`config.mk`:
```
export PLATFORM = sky130hd
export DESIGN_NAME = id_rom_responder
export DESIGN_NICKNAME = d
export VERILOG_FILES = /design/src/rtl/id_rom_pkg.sv /design/src/rtl/id_crc8_serial.sv /design/src/rtl/id_code_shifter.sv /design/src/rtl/id_rom_responder.sv
export SDC_FILE = /design/constraint.sdc
export NUM_CORES = 1
export LEC_CHECK = 0
export BUFFER_PORTS_ARGS = -buffer_cell sky130_fd_sc_hd__buf_2
export CAP_MARGIN = 20
export CORE_MARGIN = 2
export CORE_UTILIZATION = 40
export DETAILED_ROUTE_END_ITERATION = 8
export PLACE_DENSITY = 0.68
export SYNTH_ARGS = -nofsm -noshare
export SYNTH_HDL_FRONTEND = slang
export SYNTH_SLANG_ARGS = --single-unit
export TNS_END_PERCENT = 100
```
`constraint.sdc`:
```
create_clock -name clk_i -period 3.3 [get_ports clk_i]
set_input_delay 0.66 -clock clk_i [delete_from_list [all_inputs] [get_ports clk_i]]
set_output_delay 0.66 -clock clk_i [all_outputs]
set_load 0.05 [all_outputs]
```
`src/rtl/id_rom_pkg.sv`:
```
package id_rom_pkg;
  localparam int unsigned FAM_W  = 8;
  localparam int unsigned SER_W  = 48;
  localparam int unsigned CRC_W  = 8;
  localparam int unsigned BODY_W = FAM_W + SER_W;
  localparam int unsigned CODE_W = BODY_W + CRC_W;
  localparam logic [CRC_W-1:0] CRC_POLY_REFL = 8'h8C;

  function automatic logic [CRC_W-1:0] crc_step(logic [CRC_W-1:0] c, logic b);
    logic fb;
    fb = c[0] ^ b;
    crc_step = (c >> 1) ^ (fb ? CRC_POLY_REFL : '0);
  endfunction
endpackage

```
`src/rtl/id_crc8_serial.sv`:
```
module id_crc8_serial
  import id_rom_pkg::*;
#(
  parameter int unsigned BW = BODY_W
) (
  input  logic             clk_i,
  input  logic             rst_ni,
  input  logic [BW-1:0]    body_i,
  output logic [CRC_W-1:0] crc_o,
  output logic             done_o
);
  localparam int unsigned CNT_W = $clog2(BW + 1);
  localparam int unsigned IDX_W = $clog2(BW);

  logic [CNT_W-1:0] cnt_q;
  logic [CRC_W-1:0] crc_q;
  logic             cur_bit;

  assign done_o  = (cnt_q == CNT_W'(BW));
  assign cur_bit = body_i[cnt_q[IDX_W-1:0]];
  assign crc_o   = crc_q;

  always_ff @(posedge clk_i or negedge rst_ni) begin
    if (!rst_ni) begin
      cnt_q <= '0;
      crc_q <= '0;
    end else if (!done_o) begin
      crc_q <= crc_step(crc_q, cur_bit);
      cnt_q <= cnt_q + 1'b1;
    end
  end

  AST_CRC_FROZEN: assert property (@(posedge clk_i) disable iff (!rst_ni)
    done_o |=> (done_o && $stable(crc_o)));
endmodule

```
`src/rtl/id_code_shifter.sv`:
```
module id_code_shifter
  import id_rom_pkg::*;
#(
  parameter int unsigned CW = CODE_W
) (
  input  logic          clk_i,
  input  logic          rst_ni,
  input  logic [CW-1:0] code_i,
  input  logic          ready_i,
  input  logic          clr_i,
  input  logic          start_i,
  input  logic          rd_req_i,
  input  logic          bit_in_stb_i,
  input  logic          bit_in_i,
  output logic          bit_o,
  output logic          bit_vld_o,
  output logic          mismatch_o,
  output logic          seq_end_o
);
  localparam int unsigned PTR_W = $clog2(CW + 1);
  localparam int unsigned IDX_W = $clog2(CW);

  logic [PTR_W-1:0] ptr_q;
  logic             bit_q, vld_q, mis_q;
  logic             rewind, rd_go, cmp_go, cur_bit;

  assign seq_end_o = (ptr_q == PTR_W'(CW));
  assign cur_bit   = seq_end_o ? 1'b1 : code_i[ptr_q[IDX_W-1:0]];
  assign rewind    = clr_i | start_i;
  assign rd_go     = ready_i & rd_req_i & ~rewind;
  assign cmp_go    = ready_i & bit_in_stb_i & ~rd_req_i & ~rewind & ~seq_end_o;

  always_ff @(posedge clk_i or negedge rst_ni) begin
    if (!rst_ni) begin
      ptr_q <= '0;
      bit_q <= 1'b1;
      vld_q <= 1'b0;
      mis_q <= 1'b0;
    end else begin
      vld_q <= rd_go;
      if (rd_go) bit_q <= cur_bit;
      if (rewind) ptr_q <= '0;
      else if ((rd_go | cmp_go) && !seq_end_o) ptr_q <= ptr_q + 1'b1;
      if (start_i) mis_q <= 1'b0;
      else if (cmp_go && (bit_in_i != cur_bit)) mis_q <= 1'b1;
    end
  end

  assign bit_o      = bit_q;
  assign bit_vld_o  = vld_q;
  assign mismatch_o = mis_q;

  AST_VLD_NEEDS_REQ: assert property (@(posedge clk_i) disable iff (!rst_ni)
    bit_vld_o |-> $past(rd_req_i && ready_i));
  AST_ONES_PAST_END: assert property (@(posedge clk_i) disable iff (!rst_ni)
    (rd_go && seq_end_o) |=> (bit_vld_o && bit_o && seq_end_o));
  AST_IDLE_WHEN_NOT_READY: assert property (@(posedge clk_i) disable iff (!rst_ni)
    !ready_i |=> !bit_vld_o);
  AST_MISMATCH_STICKY: assert property (@(posedge clk_i) disable iff (!rst_ni)
    (mismatch_o && !start_i) |=> mismatch_o);
  AST_START_RESTARTS: assert property (@(posedge clk_i) disable iff (!rst_ni)
    start_i |=> (!mismatch_o && ptr_q == '0));
  AST_CLR_REWINDS: assert property (@(posedge clk_i) disable iff (!rst_ni)
    (clr_i && !start_i) |=> (ptr_q == '0 && mismatch_o == $past(mismatch_o)));
endmodule

```
`src/rtl/id_rom_responder.sv`:
```
module id_rom_responder
  import id_rom_pkg::*;
#(
  parameter logic [FAM_W-1:0] FAMILY_CODE = 8'h0F
) (
  input  logic             clk_i,
  input  logic             rst_ni,
  input  logic [SER_W-1:0] serial_i,
  input  logic             clr_i,
  input  logic             start_i,
  input  logic             rd_req_i,
  input  logic             bit_in_stb_i,
  input  logic             bit_in_i,
  output logic             ready_o,
  output logic             bit_o,
  output logic             bit_vld_o,
  output logic             mismatch_o,
  output logic             seq_end_o
);
  logic [BODY_W-1:0] body;
  logic [CRC_W-1:0]  crc;
  logic [CODE_W-1:0] code;

  assign body = {serial_i, FAMILY_CODE};
  assign code = {crc, body};

  id_crc8_serial #(.BW(BODY_W)) i_crc (
    .clk_i, .rst_ni, .body_i(body), .crc_o(crc), .done_o(ready_o)
  );

  id_code_shifter #(.CW(CODE_W)) i_shift (
    .clk_i, .rst_ni, .code_i(code), .ready_i(ready_o),
    .clr_i, .start_i, .rd_req_i, .bit_in_stb_i, .bit_in_i,
    .bit_o, .bit_vld_o, .mismatch_o, .seq_end_o
  );

  AST_READY_HOLDS: assert property (@(posedge clk_i) disable iff (!rst_ni)
    ready_o |=> ready_o);
endmodule

```
==> results of run 1 <==
==> final cells by class <==
type / instances / area, um2 / area share, %
clock buffers: 3 / 41.3 / 1.63
clock inverters: 1 / 30.0 / 1.18
inverters: 11 / 41.3 / 1.63
multi-input cells: 134 / 1410 / 55.6
flip-flops and latches: 24 / 602 / 23.7
well taps: 70 / 87.6 / 3.45
repair buffers: 63 / 325 / 12.8
==> worst max-delay path: stages (launching register included) <==
cell and delay [ns]:
sky130_fd_sc_hd__dfrtp_1 0.53, sky130_fd_sc_hd__buf_4 0.27, sky130_fd_sc_hd__inv_1 0.07, sky130_fd_sc_hd__ha_1 0.14
sky130_fd_sc_hd__nand2_1 0.06, sky130_fd_sc_hd__nor3_2 0.21, sky130_fd_sc_hd__buf_4 0.28, sky130_fd_sc_hd__buf_2 0.30
==> state kept, by name, summed over array words and instances (netlist names) <==
| name | cells |
|---|---|
| i_shift.bit_o | 1 |
| i_shift.mismatch_o | 1 |
| i_shift.ptr_q | 7 |
| i_crc.crc_o | 8 |
| i_crc.cnt_q | 6 |
| i_shift.bit_vld_o | 1 |
==> cell families (layout without fill, tap and decap cells) <==
kind of cell	after synthesis	in the layout	synth area share [%]
simple gates	49	49	12.6
fa+ha+maj	4	4	2.36
xor+xnor	11	11	5.83
buf+inv	25	78	5.19
mux	42	42	35.5
flops	24	24	28.3
compound gates	28	28	10.1
==> worst paths after layout <==
| kind | start | endpoint | slack (ns) | cells after the start |
|---|---|---|---|---|
| setup / recovery | i_crc.cnt_q[0] | ready_o | 0.52 | 7 |
| min in group clk_i | i_crc.crc_o[7] | i_crc.crc_o[7] | 0.51 | 2 |
| hold reg to reg | i_crc.crc_o[7] | i_crc.crc_o[7] | 0.51 | 2 |
| hold / removal | rst_ni | i_crc.crc_o[6] | 0.36 | 1 |
| max in group asynchronous | rst_ni | i_crc.cnt_q[5] | 2.56 | 1 |
| setup reg to reg | i_crc.cnt_q[0] | i_crc.crc_o[3] | 0.59 | 7 |
==> metrics by stage <==
step,cells,power (uW)
4_1_cts,306,891
3_3_place_gp,302,611
2_1_floorplan,183,543
3_5_place_dp,302,621
6_report,306,882
5_1_grt,306,930
==> placed cells by master, fill, tap and decap left out, types with 3 or more instances in the layout <==
| cell | synthesis | routed |
|---|---|---|
| sky130_fd_sc_hd__a211oi_1 | 3 | 3 |
| sky130_fd_sc_hd__a21oi_1 | 6 | 6 |
| sky130_fd_sc_hd__buf_2 | 4 | 59 |
| sky130_fd_sc_hd__buf_4 | 1 | 4 |
| sky130_fd_sc_hd__clkbuf_8 | 0 | 3 |
| sky130_fd_sc_hd__dfrtp_1 | 23 | 23 |
| sky130_fd_sc_hd__ha_1 | 4 | 4 |
| sky130_fd_sc_hd__inv_1 | 11 | 11 |
| sky130_fd_sc_hd__mux2_2 | 11 | 11 |
| sky130_fd_sc_hd__mux2i_1 | 6 | 6 |
| sky130_fd_sc_hd__mux4_2 | 23 | 23 |
| sky130_fd_sc_hd__nand2_1 | 10 | 10 |
| sky130_fd_sc_hd__nand2b_1 | 3 | 3 |
| sky130_fd_sc_hd__nand3_1 | 4 | 4 |
| sky130_fd_sc_hd__nor2_1 | 10 | 10 |
| sky130_fd_sc_hd__nor2b_1 | 3 | 3 |
| sky130_fd_sc_hd__nor3_1 | 4 | 4 |
| sky130_fd_sc_hd__o21ai_0 | 7 | 7 |
| sky130_fd_sc_hd__or3_1 | 3 | 3 |
| sky130_fd_sc_hd__xnor2_1 | 8 | 8 |
==> metal layers <==
metal  share of wire [%]  vias up
li1                    -      808
met1                  44      840
met2                  47       77
met3                 6.9        9
met4                 1.9        0
met5                   0        -
==> cells in the mapped netlist, types with 2 or more instances <==
library cell,count
sky130_fd_sc_hd__a211oi_1,3
sky130_fd_sc_hd__a21oi_1,6
sky130_fd_sc_hd__and3b_1,2
sky130_fd_sc_hd__buf_2,4
sky130_fd_sc_hd__clkbuf_1,7
sky130_fd_sc_hd__dfrtp_1,23
sky130_fd_sc_hd__ha_1,4
sky130_fd_sc_hd__inv_1,11
sky130_fd_sc_hd__mux2_2,11
sky130_fd_sc_hd__mux2i_1,6
sky130_fd_sc_hd__mux4_1,2
sky130_fd_sc_hd__mux4_2,23
sky130_fd_sc_hd__nand2_1,10
sky130_fd_sc_hd__nand2b_1,3
sky130_fd_sc_hd__nand3_1,4
sky130_fd_sc_hd__nor2_1,10
sky130_fd_sc_hd__nor2b_1,3
sky130_fd_sc_hd__nor3_1,4
sky130_fd_sc_hd__o21ai_0,7
sky130_fd_sc_hd__o32ai_1,2
sky130_fd_sc_hd__or2_2,2
sky130_fd_sc_hd__or3_1,3
sky130_fd_sc_hd__xnor2_1,8
sky130_fd_sc_hd__xnor3_1,2
==> where the power goes <==
group | switching [uW] | internal [uW] | leakage, uW
clock network | 103 | 163 | 0.0000357
logic | 64.6 | 160 | 0.000704
registers | 45.5 | 346 | 0.000299
==> results list, run 1 <==
- Outcome: finished, final reports clean
- The cell sitting at the root of the clock tree is a sky130_fd_sc_hd__clkbuf_8.
* Wire length of the first global-routing pass: 8890 um
- Of all nets on the critical path, the largest fanout is 15.
* Yosys top cell by area: sky130_fd_sc_hd__dfrtp_1
- Max frequency: 360 MHz
* Cells taking the most area after synthesis: sky130_fd_sc_hd__dfrtp_1 27%, sky130_fd_sc_hd__mux4_2 24%, sky130_fd_sc_hd__mux2_2 5.8%
* Grt peak-use layer: met2
- Entering global routing, the biggest net connects 25 pins.
- For this block, the routed nets add up to 5350 um of wire.
- Number of cells upsized or downsized after cts: 0
- When the netlist entered floorplanning its net count stood at around 240.
* Number of hold-slack violations in the final timing report: 0
- During synthesis, Yosys emitted a total of 0 warnings.
- Share of the core filled with cells in the final layout: 49.7%
- Worst-path clk slew: 0.09 ns
* Synth Instances: 183
- Vias: 1734
* Count of TritonRoute iterations in the first routing pass: 4
* Fill cell total of the finished layout: between 400 and 500
- Clk sinks: 24
* Global Route met1 Usage: 25.6%
- Total congestion overflow: 0
- Buffers added to address setup during post-CTS repair amount to 0.
* Slew Limit Headroom: 55.7%
- Post-synthesis cell type count: 47
* Global-route usage over all layers: approximately a fifth
* Grt met3 use: 3.29%
- The tightest min-delay check is of the input pin to asynchronous set/reset pin type.
- The synthesized design contains 0 enable-type register cells.
* DP Wirelength: 4030 um
* RSZ-0062 raised after global routing: no
* Average size of a mapped cell: 11.6 um2
- Clock tree skew after final layout: 0.00495 ns
- CP endpoint kind: output port
* Die outline height: 76.9 um
- After routing, the total negative slack on setup checks comes to 0 ns.
- Via count of the first global-routing pass: 1786
- For this run, design rule violations remaining after detail routing come to 0.
* Leakage dissipation: 0.00104 uW
- Post-route standard cell area excluding fillers: 0.00254 mm2
- Number of antenna-violating nets in the routed design: 0
- Sequential elements use 28.3% of the synthesized area.
- Across all setup checks in the final design, the least slack found is 0.520 ns.
- Nets@finish: 296
* Final cycle utilization of the critical path: 84.2%
* Ant. Diodes: 0
- Total I/O pin count: 60
* Maximum level of the CTS H-tree: 1
* Core region area: 0.00511 mm2
- Placed instance area: about 0.0025 mm2
- Final routed wire length divided by cell count: between 15 and 20 um
- The initial antenna violation count was 0.
- Subtracting the final worst setup slack from the clock period gives 2.78 ns.
- Worst supply voltage drop on vdd: a little under 0.3 mV
* Gp weighted congestion: about 0.9
* Max Cap Viol: 0
- Synthesis inferred 24 register bits.
- After detailed routing, the number of vias per cell comes to 5.67.
* Setup-violating endpoint count in the final report: 0
- Horizontal extent of the die: 76.9 um
* Worst slew pin tran: 0.665 ns
* Proportion of synthesized flip-flops having asynchronous set or reset: 100%
* Post-route worst hold slack: 0.365 ns
* Share of the synthesized area in the top cell type: 27.1%
- The floorplan step defined a die boundary enclosing 0.00591 mm2.
- STA classifies the critical path startpoint as a flip-flop.
- Area added between synthesis and finish: 19.6%
- The post-route netlist has 45.8% of its cells at a drive strength greater than 1.
- CTS Hold Bufs: 0
- Clock tree from TritonCTS: yes
- CTS max path bufs: 2
- Initial detailed-routing violation count: 108
- The floorplan has 26 rows.
- Fraction of met2 tracks used by global routing: 30.7%
* Primary FF master, synth: sky130_fd_sc_hd__dfrtp_1
- The initial utilization of the core area, before any placement, comes to around two fifths.
- Worst setup path class: flip-flop to output port
- At the worst endpoint, the required time is 2.64 ns.
- Power density over the cells: 347 mW/mm2
* Inserted Clock Buffers: 3
- Port Buffer Count: 59
- Worst-Skew Late Latency: 0.28 ns
* Max-slew violation count: 0
- The mapped netlist covers 0.00212 mm2.
- Signal arrival time at the worst endpoint: 2.12 ns
* Post-Place Setup Slack: roughly 0.58 ns
Note: power is estimated with default switching activity, not from simulation.
==> run 2: changes to the inputs <==
==> constraint.sdc (replaced) <==
create_clock -name clk_i -period 2.9 [get_ports clk_i]
set_input_delay 0.58 -clock clk_i [delete_from_list [all_inputs] [get_ports clk_i]]
set_output_delay 0.58 -clock clk_i [all_outputs]
set_load 0.05 [all_outputs]
==> run 2 against run 1 <==
Net effect:
- global-route usage down 0.63 points
- routed wire length fell by 5.7%
- first-iteration DRC count fell by 31%
- critical path depth stayed put
- worst hold slack worse by 0.079 ns
- non-clock buffer count increased by 4
- sequential power grew 13%
- clock skew is essentially flat
- critical path type is now flip-flop to flip-flop
==> results list, run 2 (synthesis results as in run 1) <==
* Slew Limit Headroom: between 60% and 70%
* Total I/O pin count: 60
* Inserted Clock Buffers: 3
- Max reg flops: 8
- The die is 76.9 um tall.
* Wire length of the first global-routing pass: 8640 um
- For this run, design rule violations remaining after detail routing come to 0.
* CP endpoint kind: flip-flop
- In this run the worst hold path is classified as input pin to asynchronous set/reset pin.
- The tree built by TritonCTS fans out to 24 sinks.
- CTS Hold Bufs: 0
- Clock tree skew after final layout: 0.00511 ns
- Initial Util: 41.6%
* Number of antenna-violating nets in the routed design: 0
- Number of hold-slack violations in the final timing report: 0
- Startpoint class of the critical path: flip-flop
- Port Buffer Count: slightly below 60
- Max-slew violation count: 0
- For this run, the post-layout net count is 300.
* Core region area: 0.00511 mm2
* Final routed wire length divided by cell count: roughly 16 um
* Placed instance area: 0.00250 mm2
- Most frequent standard cell in the layout excluding fill and tap cells: sky130_fd_sc_hd__buf_2
- Gp weighted congestion: between 0.8 and 0.9
- CTS max path bufs: 2
- After clock tree synthesis, the clock-pin slew on the worst setup and hold paths is 0.09 ns.
- Fill cell total of the finished layout: 489
- Via count of the first global-routing pass: ~1.8k
* Horizontal extent of the die: 76.9 um
- Post-CTS timing repair inserted 0 buffers for setup.
- Setup repair after global routing left no endpoint under its margin.
- Antenna violations before repair: 0
- Share of cells above drive strength 1: 47.1%
- Dividing the detail-routed via count by the number of cells gives 5.67.
- Setup TNS Final: 0 ns
- Static timing analysis puts the maximum clock frequency at 372 MHz.
- Total congestion overflow: 0
- Data required time at the worst endpoint: 3.06 ns
* Setup-violating endpoint count in the final report: 0
- Across the VDD grid, the largest voltage drop is around 0.26 mV.
- Outcome: finished, final reports clean
* Vias: about 1.8k
* Global-route usage over all layers: 18.3%
- Area added between synthesis and finish: 20.4%
- The worst path needs 2.69 ns of the cycle, external delays included.
* Post-route standard cell area excluding fillers: 0.00256 mm2
- Power density over the cells: around 360 mW/mm2
* Maximum level of the CTS H-tree: 1
- Ant. Diodes: 0
- Number of cells upsized or downsized after cts: 0
* Worst slew pin tran: 0.544 ns
- TritonCTS built the clock tree.
* Std-Cell Rows: 26
- The later pin in the worst-skew pair is clocked with a latency of 0.27 ns.
- The routed design has roughly 5000 um of wire.
- DP Wirelength: 3950 um
* Leakage dissipation: 0.00106 uW
- Dividing the final minimum period by the clock period gives between 90% and 100%.
- CTS placed an instance of sky130_fd_sc_hd__clkbuf_8 at the clock tree root.
- The floorplan step defined a die boundary enclosing 0.00591 mm2.
- Entering global routing, the biggest net connects 25 pins.
- Commonest non-fill, non-tap cells in the layout: 59 x sky130_fd_sc_hd__buf_2, 23 x sky130_fd_sc_hd__mux4_2, 23 x sky130_fd_sc_hd__dfrtp_1
* Worst setup path class: flip-flop to flip-flop
- The pre-antenna-repair detailed-routing pass consisted of 4 iterations.
- Max Cap Viol: 0
* Signal arrival time at the worst endpoint: 2.84 ns
* Crit-path max FO: 9
- After the first detailed-routing iteration, the DRC count stood at 75.
run 2: report_power, final:
part           internal [uW]  total, uW  switching (uW)
sequential               394        442            48.8
combinational            182        253            71.1
clock                    121        232             111
total                    696        927             230
run 2: cell type report:
type	instances	area, um2	area share (%)
clock buffer	4	55.1	2.15
inverter	11	41.3	1.61
multi-input combinational	134	1420	55.4
sequential	24	602	23.5
tap	70	87.6	3.42
timing repair buffer	67	355	13.9
run 2: stage by stage:
stage,setup WS (ns),hold WS (ns),total power [uW],util [%],cells
floorplan,0.276,0.284,618,-,183
global placement,0.252,0.489,698,49.0,306
detailed placement,0.197,0.504,703,49.0,306
CTS,0.167,0.309,932,50.1,310
global route,0.0243,0.314,978,50.1,310
finish,0.213,0.286,927,50.1,310
run 2: path summary, 6_finish.rpt:
path / from / endpoint / slack [ns] / depth (start not counted)
setup / recovery: i_crc.cnt_q[0] / i_crc.crc_o[2] / 0.21 / 7
hold / removal: rst_ni / i_crc.crc_o[1] / 0.29 / 1
setup reg to reg: i_crc.cnt_q[0] / i_crc.crc_o[2] / 0.21 / 7
hold reg to reg: i_shift.bit_o / i_shift.bit_o / 0.52 / 2
max in group asynchronous: rst_ni / i_shift.bit_o / 2.24 / 1
min in group clk_i: i_shift.bit_o / i_shift.bit_o / 0.52 / 2
run 2: routing by layer:
layer,routed length [um],track usage [%]
met3,315,2.59
met1,2420,26.1
met2,2210,28.7
met4,109,5.82
met5,0,0
run 2: critical path, cell delays in order (launching register included):
cell	delay, ns
sky130_fd_sc_hd__dfrtp_1	0.61
sky130_fd_sc_hd__buf_4	0.24
sky130_fd_sc_hd__mux4_2	0.50
sky130_fd_sc_hd__a21oi_1	0.17
sky130_fd_sc_hd__a211oi_1	0.09
sky130_fd_sc_hd__a2111oi_4	0.43
sky130_fd_sc_hd__xnor3_1	0.27
sky130_fd_sc_hd__mux2_2	0.27
